--- src/rtl/hart_timer_pkg.sv ---
package hart_timer_pkg;

    localparam int unsigned DATA_W   = 32;
    localparam int unsigned TIME_W   = 2 * DATA_W;
    localparam int unsigned OFF_W    = 12;
    localparam int unsigned PRE_W    = 12;
    localparam int unsigned STEP_W   = 8;
    localparam int unsigned STEP_LSB = 16;

    localparam logic [OFF_W-1:0] OFF_CTRL   = 12'h000;
    localparam logic [OFF_W-1:0] OFF_CFG    = 12'h100;
    localparam logic [OFF_W-1:0] OFF_CNT_LO = 12'h104;
    localparam logic [OFF_W-1:0] OFF_CNT_HI = 12'h108;
    localparam logic [OFF_W-1:0] OFF_CMP_LO = 12'h10C;
    localparam logic [OFF_W-1:0] OFF_CMP_HI = 12'h110;
    localparam logic [OFF_W-1:0] OFF_IEN    = 12'h114;
    localparam logic [OFF_W-1:0] OFF_IST    = 12'h118;
    localparam logic [OFF_W-1:0] OFF_ITEST  = 12'h11C;

    typedef struct packed {
        logic [STEP_W-1:0] step;
        logic [PRE_W-1:0]  prescale;
    } tm_cfg_t;

    typedef enum logic [3:0] {
        SEL_NONE,
        SEL_CTRL,
        SEL_CFG,
        SEL_CNT_LO,
        SEL_CNT_HI,
        SEL_CMP_LO,
        SEL_CMP_HI,
        SEL_IEN,
        SEL_IST,
        SEL_ITEST
    } reg_sel_e;

    function automatic reg_sel_e decode_offset(logic [OFF_W-1:0] off);
        reg_sel_e s;
        case (off)
            OFF_CTRL:   s = SEL_CTRL;
            OFF_CFG:    s = SEL_CFG;
            OFF_CNT_LO: s = SEL_CNT_LO;
            OFF_CNT_HI: s = SEL_CNT_HI;
            OFF_CMP_LO: s = SEL_CMP_LO;
            OFF_CMP_HI: s = SEL_CMP_HI;
            OFF_IEN:    s = SEL_IEN;
            OFF_IST:    s = SEL_IST;
            OFF_ITEST:  s = SEL_ITEST;
            default:    s = SEL_NONE;
        endcase
        return s;
    endfunction

    function automatic logic [DATA_W-1:0] cfg_to_word(tm_cfg_t c);
        logic [DATA_W-1:0] w;
        w = '0;
        w[PRE_W-1:0]             = c.prescale;
        w[STEP_LSB +: STEP_W]    = c.step;
        return w;
    endfunction

    function automatic tm_cfg_t word_to_cfg(logic [DATA_W-1:0] w);
        tm_cfg_t c;
        c.prescale = w[PRE_W-1:0];
        c.step     = w[STEP_LSB +: STEP_W];
        return c;
    endfunction

endpackage

--- src/rtl/hart_timer_prescaler.sv ---
module hart_timer_prescaler #(
    parameter int unsigned PRE_W = 12
) (
    input  logic             clk,
    input  logic             rst,
    input  logic             run_i,
    input  logic [PRE_W-1:0] prescale_i,
    output logic             tick_o
);

    logic [PRE_W-1:0] div_q;

    // A prescale lowered mid-count still ticks at once thanks to >=.
    assign tick_o = run_i && (div_q >= prescale_i);

    always_ff @(posedge clk) begin
        if (rst || !run_i || tick_o) begin
            div_q <= '0;
        end else begin
            div_q <= div_q + 1'b1;
        end
    end

    // back-to-back ticks only occur with a prescale of zero
    tick_spacing_chk: assert property (@(posedge clk) disable iff (rst)
        (tick_o && $stable(prescale_i) && prescale_i != '0) |=> !tick_o);

endmodule

--- src/rtl/hart_timer_counter.sv ---
module hart_timer_counter #(
    parameter int unsigned TIME_W = 64,
    parameter int unsigned STEP_W = 8
) (
    input  logic              clk,
    input  logic              rst,
    input  logic              tick_i,
    input  logic [STEP_W-1:0] step_i,
    output logic [TIME_W-1:0] count_o
);

    logic [TIME_W-1:0] count_q;

    always_ff @(posedge clk) begin
        if (rst) begin
            count_q <= '0;
        end else if (tick_i) begin
            count_q <= count_q + TIME_W'(step_i);
        end
    end

    assign count_o = count_q;


    step_add_chk: assert property (@(posedge clk) disable iff (rst)
        tick_i |=> (count_o == $past(count_o) + TIME_W'($past(step_i))));


    idle_hold_chk: assert property (@(posedge clk) disable iff (rst)
        !tick_i |=> $stable(count_o));

endmodule

--- src/rtl/hart_timer_intr.sv ---
module hart_timer_intr (
    input  logic clk,
    input  logic rst,
    input  logic match_set_i,
    input  logic test_set_i,
    input  logic clear_i,
    input  logic retract_i,
    input  logic enable_i,
    output logic state_o,
    output logic irq_o
);

    logic state_q;

    // Retract beats any set; a set beats a software clear.
    always_ff @(posedge clk) begin
        if (rst) begin
            state_q <= 1'b0;
        end else if (retract_i) begin
            state_q <= 1'b0;
        end else if (match_set_i || test_set_i) begin
            state_q <= 1'b1;
        end else if (clear_i) begin
            state_q <= 1'b0;
        end
    end

    assign state_o = state_q;
    assign irq_o   = state_q && enable_i;


    set_beats_clear_chk: assert property (@(posedge clk) disable iff (rst)
        (match_set_i && clear_i && !retract_i) |=> state_o);


    test_sets_chk: assert property (@(posedge clk) disable iff (rst)
        (test_set_i && !retract_i) |=> state_o);


    retract_clears_chk: assert property (@(posedge clk) disable iff (rst)
        retract_i |=> !state_o);

endmodule

--- src/rtl/hart_timer.sv ---
module hart_timer
    import hart_timer_pkg::*;
(
    input  logic              clk,
    input  logic              rst,
    input  logic              bus_valid,
    input  logic              bus_write,
    input  logic [OFF_W-1:0]  bus_addr,
    input  logic [DATA_W-1:0] bus_wdata,
    output logic [DATA_W-1:0] bus_rdata,
    output logic              timer_pending_o,
    output logic              timer_irq_o
);

    reg_sel_e          sel;
    logic              wr;
    logic              run_q;
    tm_cfg_t           cfg_q;
    logic [TIME_W-1:0] cmp_q;
    logic [TIME_W-1:0] cmp_next;
    logic              ien_q;
    logic              tick;
    logic [TIME_W-1:0] mtime;
    logic              match;
    logic              cmp_wr;
    logic              retract;
    logic              state;

    assign sel = decode_offset(bus_addr);
    assign wr  = bus_valid && bus_write;

    always_ff @(posedge clk) begin
        if (rst) begin
            run_q <= 1'b0;
            cfg_q <= '0;
            cmp_q <= '1;
            ien_q <= 1'b0;
        end else if (wr) begin
            case (sel)
                SEL_CTRL:   run_q <= bus_wdata[0];
                SEL_CFG:    cfg_q <= word_to_cfg(bus_wdata);
                SEL_CMP_LO: cmp_q <= cmp_next;
                SEL_CMP_HI: cmp_q <= cmp_next;
                SEL_IEN:    ien_q <= bus_wdata[0];
                default:    ;
            endcase
        end
    end

    // Compare value as it will stand after this cycle's write.
    always_comb begin
        cmp_next = cmp_q;
        if (sel == SEL_CMP_LO) cmp_next[DATA_W-1:0]      = bus_wdata;
        if (sel == SEL_CMP_HI) cmp_next[TIME_W-1:DATA_W] = bus_wdata;
    end

    assign cmp_wr  = wr && (sel == SEL_CMP_LO || sel == SEL_CMP_HI);
    assign retract = cmp_wr && (cmp_next > mtime);

    hart_timer_prescaler #(.PRE_W(PRE_W)) i_prescaler (
        .clk        (clk),
        .rst        (rst),
        .run_i      (run_q),
        .prescale_i (cfg_q.prescale),
        .tick_o     (tick)
    );

    hart_timer_counter #(.TIME_W(TIME_W), .STEP_W(STEP_W)) i_counter (
        .clk     (clk),
        .rst     (rst),
        .tick_i  (tick),
        .step_i  (cfg_q.step),
        .count_o (mtime)
    );

    assign match           = (cmp_q <= mtime);
    assign timer_pending_o = match;

    hart_timer_intr i_intr (
        .clk         (clk),
        .rst         (rst),
        .match_set_i (run_q && match && ien_q),
        .test_set_i  (wr && sel == SEL_ITEST && bus_wdata[0]),
        .clear_i     (wr && sel == SEL_IST && bus_wdata[0]),
        .retract_i   (retract),
        .enable_i    (ien_q),
        .state_o     (state),
        .irq_o       (timer_irq_o)
    );

    always_comb begin
        bus_rdata = '0;
        case (sel)
            SEL_CTRL:   bus_rdata[0] = run_q;
            SEL_CFG:    bus_rdata    = cfg_to_word(cfg_q);
            SEL_CNT_LO: bus_rdata    = mtime[DATA_W-1:0];
            SEL_CNT_HI: bus_rdata    = mtime[TIME_W-1:DATA_W];
            SEL_CMP_LO: bus_rdata    = cmp_q[DATA_W-1:0];
            SEL_CMP_HI: bus_rdata    = cmp_q[TIME_W-1:DATA_W];
            SEL_IEN:    bus_rdata[0] = ien_q;
            SEL_IST:    bus_rdata[0] = state;
            default:    bus_rdata    = '0;
        endcase
    end


    stopped_counter_chk: assert property (@(posedge clk) disable iff (rst)
        !run_q |=> $stable(mtime));


    retract_quiet_chk: assert property (@(posedge clk) disable iff (rst)
        retract |=> (!timer_irq_o && !timer_pending_o));


    irq_masked_chk: assert property (@(posedge clk) disable iff (rst)
        !ien_q |-> !timer_irq_o);

endmodule

--- config.mk ---
export PLATFORM = sky130hd
export DESIGN_NAME = hart_timer
export DESIGN_NICKNAME = d
export VERILOG_FILES = /design/src/rtl/hart_timer_pkg.sv /design/src/rtl/hart_timer_prescaler.sv /design/src/rtl/hart_timer_counter.sv /design/src/rtl/hart_timer_intr.sv /design/src/rtl/hart_timer.sv
export SDC_FILE = /design/constraint.sdc
export NUM_CORES = 1
export LEC_CHECK = 0
export BUFFER_PORTS_ARGS = -buffer_cell sky130_fd_sc_hd__buf_4
export CORE_UTILIZATION = 56
export CTS_CLUSTER_DIAMETER = 40
export DETAILED_ROUTE_END_ITERATION = 7
export GPL_ROUTABILITY_DRIVEN = 0
export PLACE_DENSITY = 0.84
export SLEW_MARGIN = 25
export SYNTH_ARGS = -nofsm -noshare
export SYNTH_HDL_FRONTEND = slang
export SYNTH_SLANG_ARGS = --single-unit
--- constraint.sdc ---
create_clock -name clk -period 6.25 [get_ports clk]
set_clock_uncertainty 0.05 [all_clocks]
set_input_delay 1.25 -clock clk [delete_from_list [all_inputs] [get_ports clk]]
set_output_delay 1.25 -clock clk [all_outputs]
set_load 0.01 [all_outputs]
==> results.ini <==
[global_route]
grt.total_usage=0.350
grt_pass1_vias=11500
antenna_found_initial=0
grt_pass1_wl_mm=61.3
grt-ovfl-total=0
grt_max_degree=111

[synth]
yosys.area_share.xor_xnor=0.00924
synth_nets=1686
syn_avg_cell_area_um2=8.28
syn_area_mm2=0.0123
synth_cell_types=71
muxShareOfSynthArea=0.136
synth_fa_ha_area_frac=0.153
synth_simple_gate_area_frac=0.198
yosysTopAreaCell=dfxtp_1
seq_area_frac_synth=0.265
syn_inst=1488
ys_seq_elements=163
yosys-top-cells-area=dfxtp_1 26%, ha_1 15%, mux2i_1 7.0%
yosys_warnings=0
yosys.area.top_type_share=0.265
netlist_top_cells_count=164 x nand2_1, 163 x dfxtp_1, 149 x ha_1
synthArstFlopShare=0
synth_compound_area_frac=0.180
synth_top_family_by_area=simple AND/OR/NAND/NOR gates
synth_edf_count=0
yosys_most_used_dff=dfxtp_1
yosysMostFrequentCell=nand2_1

[outcome]
status=finished, final reports clean

[detailed_routing]
dr.pass1.iters=5
ant_nets=0
vias=12200
viasPerCell=6.77
post_drt_wl_per_cell_um=21.6
route.detailed.drc=0
routed_wirelength_mm=39.0
drt_iter0_drc=1575

[worst_setup_path]
required_ns=4.95
rrSetupSlack_ns=2.74
ff2ff_path_depth=10
cpMaxStageDelayCell=buf_4
worstPathArrival_ns=3.70
path_buf_inv=4
cpPeakStageDelay_ns=0.42
path_class=primary input to primary output
path_common_cell=buf_4
cpLargestDelayFamily=simple AND/OR/NAND/NOR gates
r2r-end=i_counter.count_o[16]
start_kind=primary input
cp_cell_sequence=buf_4, nor4_1, and2_1, nand3b_1, buf_4, nor2_2, buf_4, a22oi_1, o21ai_0, buf_4
crit_path_end_kind=primary output
path_max_fanout=28
reg2reg_from=i_counter.count_o[0]

[clocking]
cts_setup_buffers=0
clk_latency_ns=0.44
clkTransAtPathRegs_ns=0.07
cts_made_buffers=17
numClockSinks=163
cts_resized=0
clockBufferDepth=2
cts_tree=done
htree_levels=4
ctsHoldBuffers=0
ctsRootBufferMaster=clkbuf_16

[min_path]
min_path_type=register to register
min_path_cells=2
worst_hold_path.endpoint=cfg_q[1]
hp-start=cfg_q[1]

[timing]
rsz0062_at_grt=false
max_freq_ghz=0.200
slew_headroom=0.229
fin_setup_tns_ns=0
period_share=0.800
timing.final.crit_period_ns=5.00
hold_viol_final=0
worst_pin_slew_ns=1.15
report.final.slew_viol_count=0
setup_viol=0

[floorplanning]
die_area_mm2=0.0226
die_w_um=150
die_y_um=150
rows=53
start_util=0.579
coreArea_mm2=0.0213
pin_count=82

[job]
maxCapViolCount=0

[cells_and_area]
register_area_mm2=0.00326
syn2layout_area_growth_pct=11.4
num_antenna_cells=0
fin_area_mm2=0.0137
layout.nets=1714
fillers=1704
drive_gt1_frac=0.144
multiInputGateArea_mm2=0.00837

[power]
p_leak_nw=5.23
power_density_mw_per_mm2=169
peakVddDrop_v=0.000131

[place]
dp_hpwl_mm=28.3
place_area_mm2=0.0131
portBuffers=81

tightest hold or removal path, stage by stage (launching register included):
cell     delay (ns)
dfxtp_1        0.32
nand2_1        0.05
a21oi_1        0.05
area by class of cell:
class,instances,share of cell area
Multi-Input combinational cell,1146,0.610
Sequential cell,163,0.238
Timing Repair Buffer,98,0.0554
Clock buffer,17,0.0310
Tap cell,275,0.0251
Inverter,90,0.0246
Clock inverter,14,0.0163
power breakdown:
| part | internal (mW) | total [mW] | switching (mW) |
|---|---|---|---|
| registers | 1.04 | 1.04 | 0.0000106 |
| clock network | 0.714 | 1.19 | 0.478 |
| logic | 0.0299 | 0.0875 | 0.0575 |
layout by cell type, fill, tap and decap left out, types with 7 or more instances in the layout:
cell type  instances
nand2_1          164
o31ai_1           44
dfxtp_1          163
nor4_1            11
nand4_1           53
or4_1             52
clkbuf_16         17
nor3_1            22
a21oi_1          140
mux2_2            70
nand3_1           40
inv_1             89
a22oi_1           43
buf_4             96
and3_1             9
xor2_1             7
a21o_1            25
o21ai_0           51
ha_1             149
nor2_1            74
mux2i_1           86
cells by family (layout without fill, tap and decap cells):
family,after synthesis,after routing
AO/OA/AOI/OAI,355,355
XOR/XNOR,13,13
adder cells (fa/ha/maj),150,150
buffers and inverters,179,219
flip-flops,163,163
multiplexers,157,157
AND/OR/NAND/NOR,471,471
flip-flops by register name (all words and copies together) (netlist names):
register,cells
cmp_q,64
ien_q,1
i_counter.count_o,64
cfg_q,20
run_q,1
i_intr.state_o,1
i_prescaler.div_q,12
per-layer routing:
layer,track usage,up-vias,routed length [µm]
li1,-,5598,-
met4,0.191,0,2060
met5,0,-,0
met3,0.0621,150,3950
met2,0.550,710,17400
met1,0.453,5755,15600
stage by stage:
stage	util	instances	hold slack (ns)	power (mW)	setup slack, ns
floorplan	-	1488	0.387	1.10	1.47
global placement	0.613	1771	0.407	1.15	1.15
detailed placement	0.613	1771	0.413	1.15	0.972
CTS	0.644	1802	0.422	2.31	1.36
global route	0.645	1803	0.452	2.36	1.12
finish	0.645	1803	0.420	2.32	1.25
worst max-delay path by stage:
stage                       startpoint        endpoint  depth (start not counted)
after floorplan           bus_addr[11]  i_intr.state_o                         16
after global placement    bus_addr[11]  i_intr.state_o                         14
after detailed placement  bus_addr[11]  i_intr.state_o                         15
after CTS                 bus_addr[11]   bus_rdata[23]                         10
after global routing      bus_addr[11]   bus_rdata[23]                         10
final                     bus_addr[11]   bus_rdata[23]                         10
No activity file was read; power rests on OpenSTA's default activity.
